`src/rtl/hdr_strip_pkg.sv`:
```
package hdr_strip_pkg;
  typedef enum logic [2:0] {
    ST_SCAN,
    ST_LEN0,
    ST_LEN1,
    ST_LEN2,
    ST_LEN3,
    ST_PAYLOAD,
    ST_DONE
  } parseState_t;

  // strobes from control to datapath
  typedef struct packed {
    logic shiftLen;
    logic loadCount;
    logic decCount;
  } dpCtrl_t;
endpackage

```
`src/rtl/hdr_strip_dp.sv`:
```
module hdr_strip_dp
  import hdr_strip_pkg::*;
#(
  parameter int DATA_W = 8,
  parameter int LEN_W  = 32
) (
  input  logic              clk,
  input  logic              rst,
  input  dpCtrl_t           ctrl,
  input  logic [DATA_W-1:0] inData,
  output logic [LEN_W-1:0]  payloadLen,
  output logic              lenNextZero,
  output logic              remainOne
);
  localparam int KEEP_W = LEN_W - DATA_W;

  logic [LEN_W-1:0] lenReg;
  logic [LEN_W-1:0] lenNext;
  logic [LEN_W-1:0] remaining;

  // the newest byte enters at the bottom, so the first byte ends up on top
  assign lenNext     = {lenReg[KEEP_W-1:0], inData};
  assign lenNextZero = (lenNext == '0);
  assign remainOne   = (remaining == LEN_W'(1));
  assign payloadLen  = lenReg;

  always_ff @(posedge clk) begin
    if (rst) begin
      lenReg <= '0;
    end else if (ctrl.shiftLen) begin
      lenReg <= lenNext;
    end
  end

  always_ff @(posedge clk) begin
    if (rst) begin
      remaining <= '0;
    end else if (ctrl.loadCount) begin
      remaining <= lenNext;
    end else if (ctrl.decCount) begin
      remaining <= remaining - LEN_W'(1);
    end
  end
endmodule

```
`src/rtl/hdr_strip_ctrl.sv`:
```
module hdr_strip_ctrl
  import hdr_strip_pkg::*;
#(
  parameter int          DATA_W  = 8,
  parameter logic [7:0]  KEY_VAL = 8'h65
) (
  input  logic              clk,
  input  logic              rst,
  input  logic              inValid,
  input  logic              inLast,
  input  logic [DATA_W-1:0] inData,
  input  logic              outReady,
  input  logic              lenNextZero,
  input  logic              remainOne,
  output dpCtrl_t           ctrl,
  output logic              inReady,
  output logic              outValid,
  output logic              outLast,
  output logic              lenValid,
  output logic              truncErr,
  output logic              done
);
  parseState_t state, nextState;
  logic accept;
  logic setErr;
  logic setLenValid;
  logic isKey;

  assign isKey    = (inData == DATA_W'(KEY_VAL));
  assign inReady  = (state == ST_PAYLOAD) ? outReady : 1'b1;
  assign accept   = inValid && inReady;
  assign outValid = (state == ST_PAYLOAD) && inValid;
  assign outLast  = outValid && remainOne;
  assign done     = (state == ST_DONE);

  always_comb begin
    nextState   = state;
    ctrl        = '0;
    setErr      = 1'b0;
    setLenValid = 1'b0;
    unique case (state)
      ST_SCAN: begin
        if (accept) begin
          if (inLast) begin
            nextState = ST_DONE;
            setErr    = 1'b1;
          end else if (isKey) begin
            nextState = ST_LEN0;
          end
        end
      end
      ST_LEN0, ST_LEN1, ST_LEN2: begin
        if (accept) begin
          ctrl.shiftLen = 1'b1;
          if (inLast) begin
            nextState = ST_DONE;
            setErr    = 1'b1;
          end else begin
            nextState = parseState_t'(state + 3'd1);
          end
        end
      end
      ST_LEN3: begin
        if (accept) begin
          ctrl.shiftLen  = 1'b1;
          ctrl.loadCount = 1'b1;
          setLenValid    = 1'b1;
          if (lenNextZero) begin
            nextState = ST_DONE;
          end else if (inLast) begin
            nextState = ST_DONE;
            setErr    = 1'b1;
          end else begin
            nextState = ST_PAYLOAD;
          end
        end
      end
      ST_PAYLOAD: begin
        if (accept) begin
          ctrl.decCount = 1'b1;
          if (remainOne) begin
            nextState = ST_DONE;
          end else if (inLast) begin
            nextState = ST_DONE;
            setErr    = 1'b1;
          end
        end
      end
      ST_DONE: nextState = ST_DONE;
      default: nextState = ST_SCAN;
    endcase
  end

  always_ff @(posedge clk) begin
    if (rst) begin
      state    <= ST_SCAN;
      lenValid <= 1'b0;
      truncErr <= 1'b0;
    end else begin
      state <= nextState;
      if (setLenValid) lenValid <= 1'b1;
      if (setErr)      truncErr <= 1'b1;
    end
  end
endmodule

```
`src/rtl/bitstream_hdr_strip.sv`:
```
module bitstream_hdr_strip
  import hdr_strip_pkg::*;
#(
  parameter int         DATA_W  = 8,
  parameter int         LEN_W   = 32,
  parameter logic [7:0] KEY_VAL = 8'h65
) (
  input  logic              clk,
  input  logic              rst,
  input  logic              inValid,
  input  logic [DATA_W-1:0] inData,
  input  logic              inLast,
  output logic              inReady,
  output logic              outValid,
  output logic [DATA_W-1:0] outData,
  output logic              outLast,
  input  logic              outReady,
  output logic [LEN_W-1:0]  payloadLen,
  output logic              lenValid,
  output logic              truncErr,
  output logic              done
);
  dpCtrl_t ctrl;
  logic lenNextZero;
  logic remainOne;

  assign outData = inData;

  hdr_strip_ctrl #(.DATA_W(DATA_W), .KEY_VAL(KEY_VAL)) u_ctrl (
    .clk(clk), .rst(rst), .inValid(inValid), .inLast(inLast), .inData(inData),
    .outReady(outReady), .lenNextZero(lenNextZero), .remainOne(remainOne),
    .ctrl(ctrl), .inReady(inReady), .outValid(outValid), .outLast(outLast),
    .lenValid(lenValid), .truncErr(truncErr), .done(done)
  );

  hdr_strip_dp #(.DATA_W(DATA_W), .LEN_W(LEN_W)) u_dp (
    .clk(clk), .rst(rst), .ctrl(ctrl), .inData(inData),
    .payloadLen(payloadLen), .lenNextZero(lenNextZero), .remainOne(remainOne)
  );
endmodule

```
`config.mk`:
```
export PLATFORM = sky130hd
export DESIGN_NAME = bitstream_hdr_strip
export DESIGN_NICKNAME = d
export VERILOG_FILES = /design/src/rtl/hdr_strip_pkg.sv /design/src/rtl/hdr_strip_dp.sv /design/src/rtl/hdr_strip_ctrl.sv /design/src/rtl/bitstream_hdr_strip.sv
export SDC_FILE = /design/constraint.sdc
export NUM_CORES = 1
export LEC_CHECK = 0
export BUFFER_PORTS_ARGS = -buffer_cell sky130_fd_sc_hd__clkbuf_2
export CORE_ASPECT_RATIO = 0.6
export CORE_UTILIZATION = 40
export CTS_CLUSTER_DIAMETER = 150
export DETAILED_ROUTE_END_ITERATION = 10
export GPL_TIMING_DRIVEN = 0
export PLACE_DENSITY_LB_ADDON = 0.25
export REMOVE_ABC_BUFFERS = 1
export SLEW_MARGIN = 20
export SYNTH_ARGS = -nofsm -noshare
export SYNTH_HDL_FRONTEND = slang
export SYNTH_HIERARCHICAL = 1
export SYNTH_SLANG_ARGS = --single-unit
```
`constraint.sdc`:
```
create_clock -name clk -period 4.9 [get_ports clk]
set_input_delay 0.98 -clock clk [delete_from_list [all_inputs] [get_ports clk]]
set_output_delay 0.98 -clock clk [all_outputs]
set_load 0.02 [all_outputs]
```
==> qor.log, run 1 <==
INFO  clocking       cts-resized-gates=0
INFO  clocking       worstSkewPairLatency=0.34ns
INFO  sta            min_period=3.82ns
INFO  worst_setup_path worst-path-max-fanout=6
INFO  yosys          synthesis.area_per_instance=8.96um^2
INFO  cells_and_area insertedDiodeCount=0
INFO  yosys          synth.cells.most_frequent=nor2_1, dfxtp_1, mux2i_1, xor2_1
INFO  worst_setup_path critical_path.endpoint_type=output port
INFO  placed_design  dpl.hpwl=6.55mm
INFO  sta            tightest_slew=0.703ns
INFO  worst_setup_path regToRegSetupSlack=1.58ns
INFO  worst_setup_path criticalPathCategory=flip-flop to output port
INFO  yosys          synthArstFlopShare=0%
INFO  cells_and_area layout-area-overhead-vs-synth=16.6%
INFO  worst_setup_path worstPathArrival=2.84ns
INFO  yosys          syn-instance-count=412
INFO  clocking       ctsHoldBuffers=0
INFO  sta            timing.setup.tns=0ns
INFO  yosys          yosys.cell_count.top_type=nor2_1
INFO  yosys          post_synth_main_area_contributors=dfxtp_1, mux2i_1, nor2_1
INFO  yosys          synth-seq-cells=69
INFO  sta            worst_clock_skew=0.00577ns
INFO  hold_path      timing.hold.worst_path_depth=1
INFO  die            initial_standard_cell_utilization_of_the_core=42.3%
INFO  global_routing gr-total-overflow=0
INFO  global_routing groute.usage.overall=20.5%
INFO  global_routing number_of_antenna_violations_at_the_first_check_in_global_routing=0
INFO  worst_setup_path required=3.92ns
INFO  cells_and_area finish.utilization=49.4%
INFO  outcome        result_of_the_run=completed
INFO  cells_and_area layout-drive-gt1-share=22.7%
INFO  clocking       cts_made_buffers=9
INFO  sta            maxClockFrequency=0.262GHz
INFO  clocking       post_cts_buffers=0
INFO  routing        avgViaCountPerCell=5.51
INFO  sta            hold_viol_final=0
INFO  yosys          yosysTopAreaCellShare=37.4%
INFO  routing        dr.pass1.iters=5
INFO  power          netSwitchingFraction=36.6%
INFO  clocking       cts.path.max_buffers=2
INFO  worst_setup_path timing.reg2reg.worst_path_depth=8
INFO  sta            hold_slack_final=0.484ns
INFO  hold_path      timing.hold.worst.class=flip-flop to flip-flop
INFO  sta            rsz0062_at_grt=no
INFO  routing        detailedRoute.firstIterationViolations=164
INFO  routing        drt_wl_total=9.44mm
INFO  yosys          number_of_flops_mapped_to_enable_cells_by_yosys=0
INFO  power          seq_power_share=32.1%
INFO  global_routing grt_first_pass_wirelength=15.4mm
INFO  power          p_int=1.49mW
INFO  power          p_per_area=547nW/um^2
INFO  cells_and_area design.final.nets=469
INFO  sta            finalSetupViolations=0
INFO  power          switching_pwr=861uW
INFO  yosys          yosysUniqueCellTypes=63
INFO  die            die-area=9630um^2
INFO  die            die_width=126um
INFO  worst_setup_path crit_path_start_kind=flip-flop
INFO  global_routing grt_start_max_net_pins=56
INFO  die            coreArea=8720um^2
INFO  yosys          synth-warning-count=6
INFO  power          share_comb_of_total_power=36.4%
INFO  yosys          synthDominantAreaCellType=dfxtp_1
INFO  power          p_leak=1.79nW
INFO  sta            timing.slew.headroom=53.1%
INFO  yosys          ys.flop_type=dfxtp_1
INFO  sta            layout_worst_path_cycle_share=78.0%
INFO  sta            final-max-slew-violation-count=0
INFO  global_routing first_global_vias=2876
INFO  die            floorplan.io_pins=59
INFO  power          pwr-share-clk=31.5%
INFO  power          vdd.ir_drop.worst=286uV
INFO  clocking       htree_num_levels=3
INFO  routing        drtAntennaViolNets=0
INFO  clocking       cts_tree=yes
INFO  clocking       cts.sink_count=69
INFO  yosys          seq_area_frac_synth=37.4%
INFO  cells_and_area layout.filler_cells=809
INFO  clocking       clkTransAtPathRegs=0.06ns
INFO  clocking       clock_root_buffer_master=clkbuf_16
INFO  routing        route.detailed.wl_per_inst=16.7um
INFO  yosys          syn_area=3690um^2
INFO  placed_design  routabilityCongestion=0.774
INFO  die            core.rowCount=26
INFO  power          design_power_total=2.36mW
INFO  run            timing.max_cap.violations=0
INFO  placed_design  count_of_buffers_inserted_at_the_top_level_ports=58
INFO  routing        drcViolationCount=0
INFO  routing        dr_total_vias=3121
INFO  die            die_h=76.4um
[power groups by stage]
stage / Sequential, mW / Clock (mW) / Combinational, mW
after floorplan: 0.761 / 0 / 0.615
after global routing: 0.773 / 0.779 / 0.935
after CTS: 0.757 / 0.756 / 0.847
after detailed placement: 0.767 / 0 / 0.840
after global placement: 0.765 / 0 / 0.819
final: 0.757 / 0.742 / 0.857
[layer usage]
layer  GRT usage [%]  up-vias  part of all wire, %  routed length, um
li1                -     1530                    -                  -
met1            30.1     1486                   51               4860
met2            29.0       98                   42               3920
met3            5.41        7                  6.1                577
met4            6.27        0                 0.89                 84
met5               0        -                    0                  0
[flip-flops by register name, summed over array words and instances (netlist names)]
signal / count
u_dp/remaining: 32
u_ctrl/state: 3
u_dp/payloadLen: 32
u_ctrl/lenValid: 1
u_ctrl/truncErr: 1
[layout make-up]
class / count / area (um^2) / area share (%)
Clock inverter: 6 / 111 / 2.59
Sequential cell: 69 / 1380 / 32.1
Clock buffer: 10 / 229 / 5.32
Timing Repair Buffer: 60 / 340 / 7.90
Inverter: 12 / 45.0 / 1.05
Multi-Input combinational cell: 297 / 2060 / 47.8
Tap cell: 112 / 140 / 3.25
[cells by family after synthesis]
kind of cell / count (synthesis) / synth area share (%)
xor+xnor: 25 / 5.93
fa+ha+maj: 7 / 2.37
buf+inv: 46 / 6.85
compound gates: 55 / 10.5
mux: 42 / 11.6
simple gates: 168 / 25.4
flops: 69 / 37.4
[worst max-delay path, cell delays in order (launching register included)]
cell and delay (ns):
dfxtp_1 0.36, or4_4 0.60, nor4b_1 0.59, nand3_1 0.15
nor3b_1 0.43, and2_1 0.20, clkbuf_2 0.16
[per-stage QoR]
stage / cell area [um^2] / instances / setup slack (ns)
global route: 4310 / 566 / 0.900
finish: 4310 / 566 / 1.08
global placement: 3910 / 548 / 1.52
CTS: 4310 / 566 / 1.11
detailed placement: 3970 / 550 / 1.49
floorplan: 3480 / 378 / 1.95
[cells in the final DEF (no fill, tap or decap), types with 3 or more instances in the layout]
master,Yosys,final
or3_1,6,6
nand2_1,15,15
nand4b_1,3,3
clkbuf_2,0,57
nand4bb_1,3,3
inv_1,12,11
mux2i_1,40,40
ha_1,7,7
nand4_1,6,6
nor4_1,12,12
and3_2,3,3
nor4_2,3,3
or4_1,4,4
bufinv_16,0,3
nor3_1,12,12
a211oi_1,15,15
o21ai_0,9,9
and2_1,3,3
xnor2_1,7,7
dfxtp_1,69,69
a21oi_1,14,14
nor2_1,71,71
nand3_1,4,4
clkbuf_16,0,9
xor2_1,18,18
[path summary, 6_finish.rpt]
path / from / end
worst max register to register: u_ctrl/state[0] / u_dp/remaining[27]
worst max-delay path: u_dp/remaining[4] / outLast
worst min-delay path: u_ctrl/lenValid / u_ctrl/lenValid
worst min register to register: u_ctrl/lenValid / u_ctrl/lenValid
(Power assumes the default switching activity.)
==> run 2: changes to the inputs <==
==> constraint.sdc (replaced) <==
create_clock -name clk -period 3.39 [get_ports clk]
set_input_delay 0.678 -clock clk [delete_from_list [all_inputs] [get_ports clk]]
set_output_delay 0.678 -clock clk [all_outputs]
set_load 0.02 [all_outputs]
==> qor.log, run 2 (synthesis results as in run 1) <==
INFO  power          vdd.ir_drop.worst=414uV
INFO  global_routing grt_start_max_net_pins=56
INFO  cells_and_area layout-area-overhead-vs-synth=17.0%
INFO  sta            timing.slew.headroom=52.8%
INFO  sta            maxClockFrequency=0.312GHz
INFO  routing        drtAntennaViolNets=0
INFO  die            coreArea=8720um^2
INFO  sta            layout_worst_path_cycle_share=94.5%
INFO  placed_design  worst_setup_slack_after_placement=0.145ns
INFO  global_routing groute.usage.overall=20.5%
INFO  placed_design  routabilityCongestion=0.774
INFO  worst_setup_path regToRegSetupSlack=0.19ns
INFO  hold_path      timing.hold.worst.class=flip-flop to flip-flop
INFO  clocking       clock_root_buffer_master=clkbuf_16
INFO  routing        avgViaCountPerCell=5.48
INFO  clocking       clkTransAtPathRegs=0.06ns
INFO  run            timing.max_cap.violations=0
INFO  worst_setup_path worstPathArrival=3.46ns
INFO  routing        dr_total_vias=3104
INFO  clocking       cts-resized-gates=1
INFO  sta            min_period=3.20ns
INFO  power          design_power_total=3.42mW
INFO  routing        drcViolationCount=0
INFO  power          share_comb_of_total_power=36.6%
INFO  worst_setup_path timing.reg2reg.worst_path_depth=8
INFO  worst_setup_path path_cells=ha_2, and3_2, and2_1, or4b_1, nor4_4, nand4b_1, xor2_1, a211oi_1
INFO  routing        drt_wl_total=9.45mm
INFO  power          netSwitchingFraction=36.6%
INFO  sta            finalSetupViolations=0
INFO  worst_setup_path crit_path_start_kind=flip-flop
INFO  cells_and_area insertedDiodeCount=0
INFO  clocking       cts.path.max_buffers=2
INFO  sta            worst_clock_skew=0.00544ns
INFO  global_routing number_of_antenna_violations_at_the_first_check_in_global_routing=0
INFO  global_routing grt_first_pass_wirelength=15.4mm
INFO  worst_setup_path criticalPathCategory=flip-flop to flip-flop
INFO  sta            hold_viol_final=0
INFO  cells_and_area area_of_the_multi_input_gates=2070um^2
INFO  clocking       cts_tree=yes
INFO  hold_path      holdCritStartpoint=u_ctrl/lenValid
INFO  worst_setup_path critical-path-max-stage-delay=0.63ns
INFO  hold_path      worst_hold_path.endpoint=u_ctrl/lenValid
INFO  sta            timing.setup.tns=0ns
INFO  power          p_per_area=792nW/um^2
INFO  sta            tightest_slew=0.707ns
INFO  clocking       post_cts_buffers=0
INFO  cells_and_area layout.filler_cells=809
INFO  cells_and_area layout.cells.most_common=nor2_1
INFO  worst_setup_path required=3.64ns
INFO  worst_setup_path r2r_end=u_dp/remaining[27]
INFO  hold_path      timing.hold.worst_path_depth=1
INFO  worst_setup_path crit_path_start=u_ctrl/state[0]
INFO  power          p_int=2.17mW
INFO  power          seq_power_share=32.0%
INFO  die            core.rowCount=26
INFO  global_routing gr-total-overflow=0
INFO  placed_design  dpl.hpwl=6.55mm
INFO  worst_setup_path r2r-start=u_ctrl/state[0]
INFO  global_routing first_global_vias=2872
INFO  cells_and_area finish.instance_area=4320um^2
INFO  cells_and_area design.final.nets=469
INFO  cells_and_area layout-drive-gt1-share=23.3%
INFO  die            die_width=126um
INFO  clocking       cts.sink_count=69
INFO  routing        route.detailed.wl_per_inst=16.7um
INFO  clocking       htree_num_levels=3
INFO  outcome        result_of_the_run=completed
INFO  die            initial_standard_cell_utilization_of_the_core=42.3%
INFO  sta            rsz0062_at_grt=no
INFO  power          p_leak=1.80nW
INFO  clocking       worstSkewPairLatency=0.34ns
INFO  cells_and_area register_area=1380um^2
INFO  routing        dr.pass1.iters=5
INFO  placed_design  post_dp_cell_area=3970um^2
INFO  sta            fin_ws=0.186ns
INFO  die            floorplan.io_pins=59
INFO  routing        detailedRoute.firstIterationViolations=187
INFO  clocking       ctsHoldBuffers=0
INFO  clocking       cts_made_buffers=9
INFO  sta            final-max-slew-violation-count=0
INFO  die            die-area=9630um^2
INFO  placed_design  count_of_buffers_inserted_at_the_top_level_ports=58
INFO  worst_setup_path worst-path-max-fanout=10
INFO  worst_setup_path cp_slowest_cell=or4b_1
INFO  power          switching_pwr=1.25mW
INFO  power          pwr-share-clk=31.4%
INFO  cells_and_area layout_common_cells=nor2_1, dfxtp_1, clkbuf_2, mux2i_1, xor2_1
INFO  die            die_h=76.4um
INFO  worst_setup_path critical_path.endpoint_type=flip-flop
[run 2: cell types whose count changed in the layout (fill, tap and decap cells not counted)]
| cell | delta |
|---|---|
| nor4b_2 | +1 |
| ha_1 | -1 |
| nor3b_1 | -1 |
| nor3b_2 | +1 |
| ha_2 | +1 |
| nor4b_1 | -1 |
[run 2: final cells by class]
type / count / area share [%]
tap: 112 / 3.24
sequential: 69 / 32.0
clock inverter: 6 / 2.58
clock buffer: 10 / 5.30
multi-input combinational: 297 / 48.0
inverter: 12 / 1.04
timing repair buffer: 60 / 7.88
[run 2: worst max-delay path by stage]
stage | endpoint | slack [ns] | depth (start not counted)
after global routing | u_dp/remaining[27] | 0.01 | 8
after detailed placement | u_dp/remaining[27] | 0.15 | 8
after CTS | outLast | 0.07 | 6
after global placement | u_dp/remaining[27] | 0.17 | 8
final | u_dp/remaining[27] | 0.19 | 8
after floorplan | u_dp/remaining[17] | 0.61 | 8
[run 2: power groups by stage]
stage	combinational [mW]	clock [mW]	sequential [mW]
floorplan	0.889	0	1.10
global placement	1.18	0	1.11
detailed placement	1.21	0	1.11
CTS	1.23	1.09	1.09
global route	1.37	1.13	1.12
finish	1.25	1.07	1.10
[run 2: metal layers]
layer	global-route usage [%]	wire length, um	vias to the layer above
li1	-	-	1529
met1	29.9	4780	1467
met2	28.9	3920	101
met3	5.76	664	7
met4	6.27	84	0
met5	0	0	-
[run 2: stage by stage]
step | utilization [%] | std cells | hold WS (ns)
floorplan | - | 378 | 0.461
CTS | 49.5 | 566 | 0.480
global route | 49.5 | 566 | 0.490
detailed placement | 45.5 | 550 | 0.459
global placement | 44.9 | 548 | 0.453
finish | 49.5 | 566 | 0.479
[run 2: worst max-delay path, delay by kind of cell, from the launching register on]
family          cells  cell delay [ns]
flops               1             0.42
simple gates        5             1.90
compound gates      1             0.23
fa+ha+maj           1             0.36
xor+xnor            1             0.20
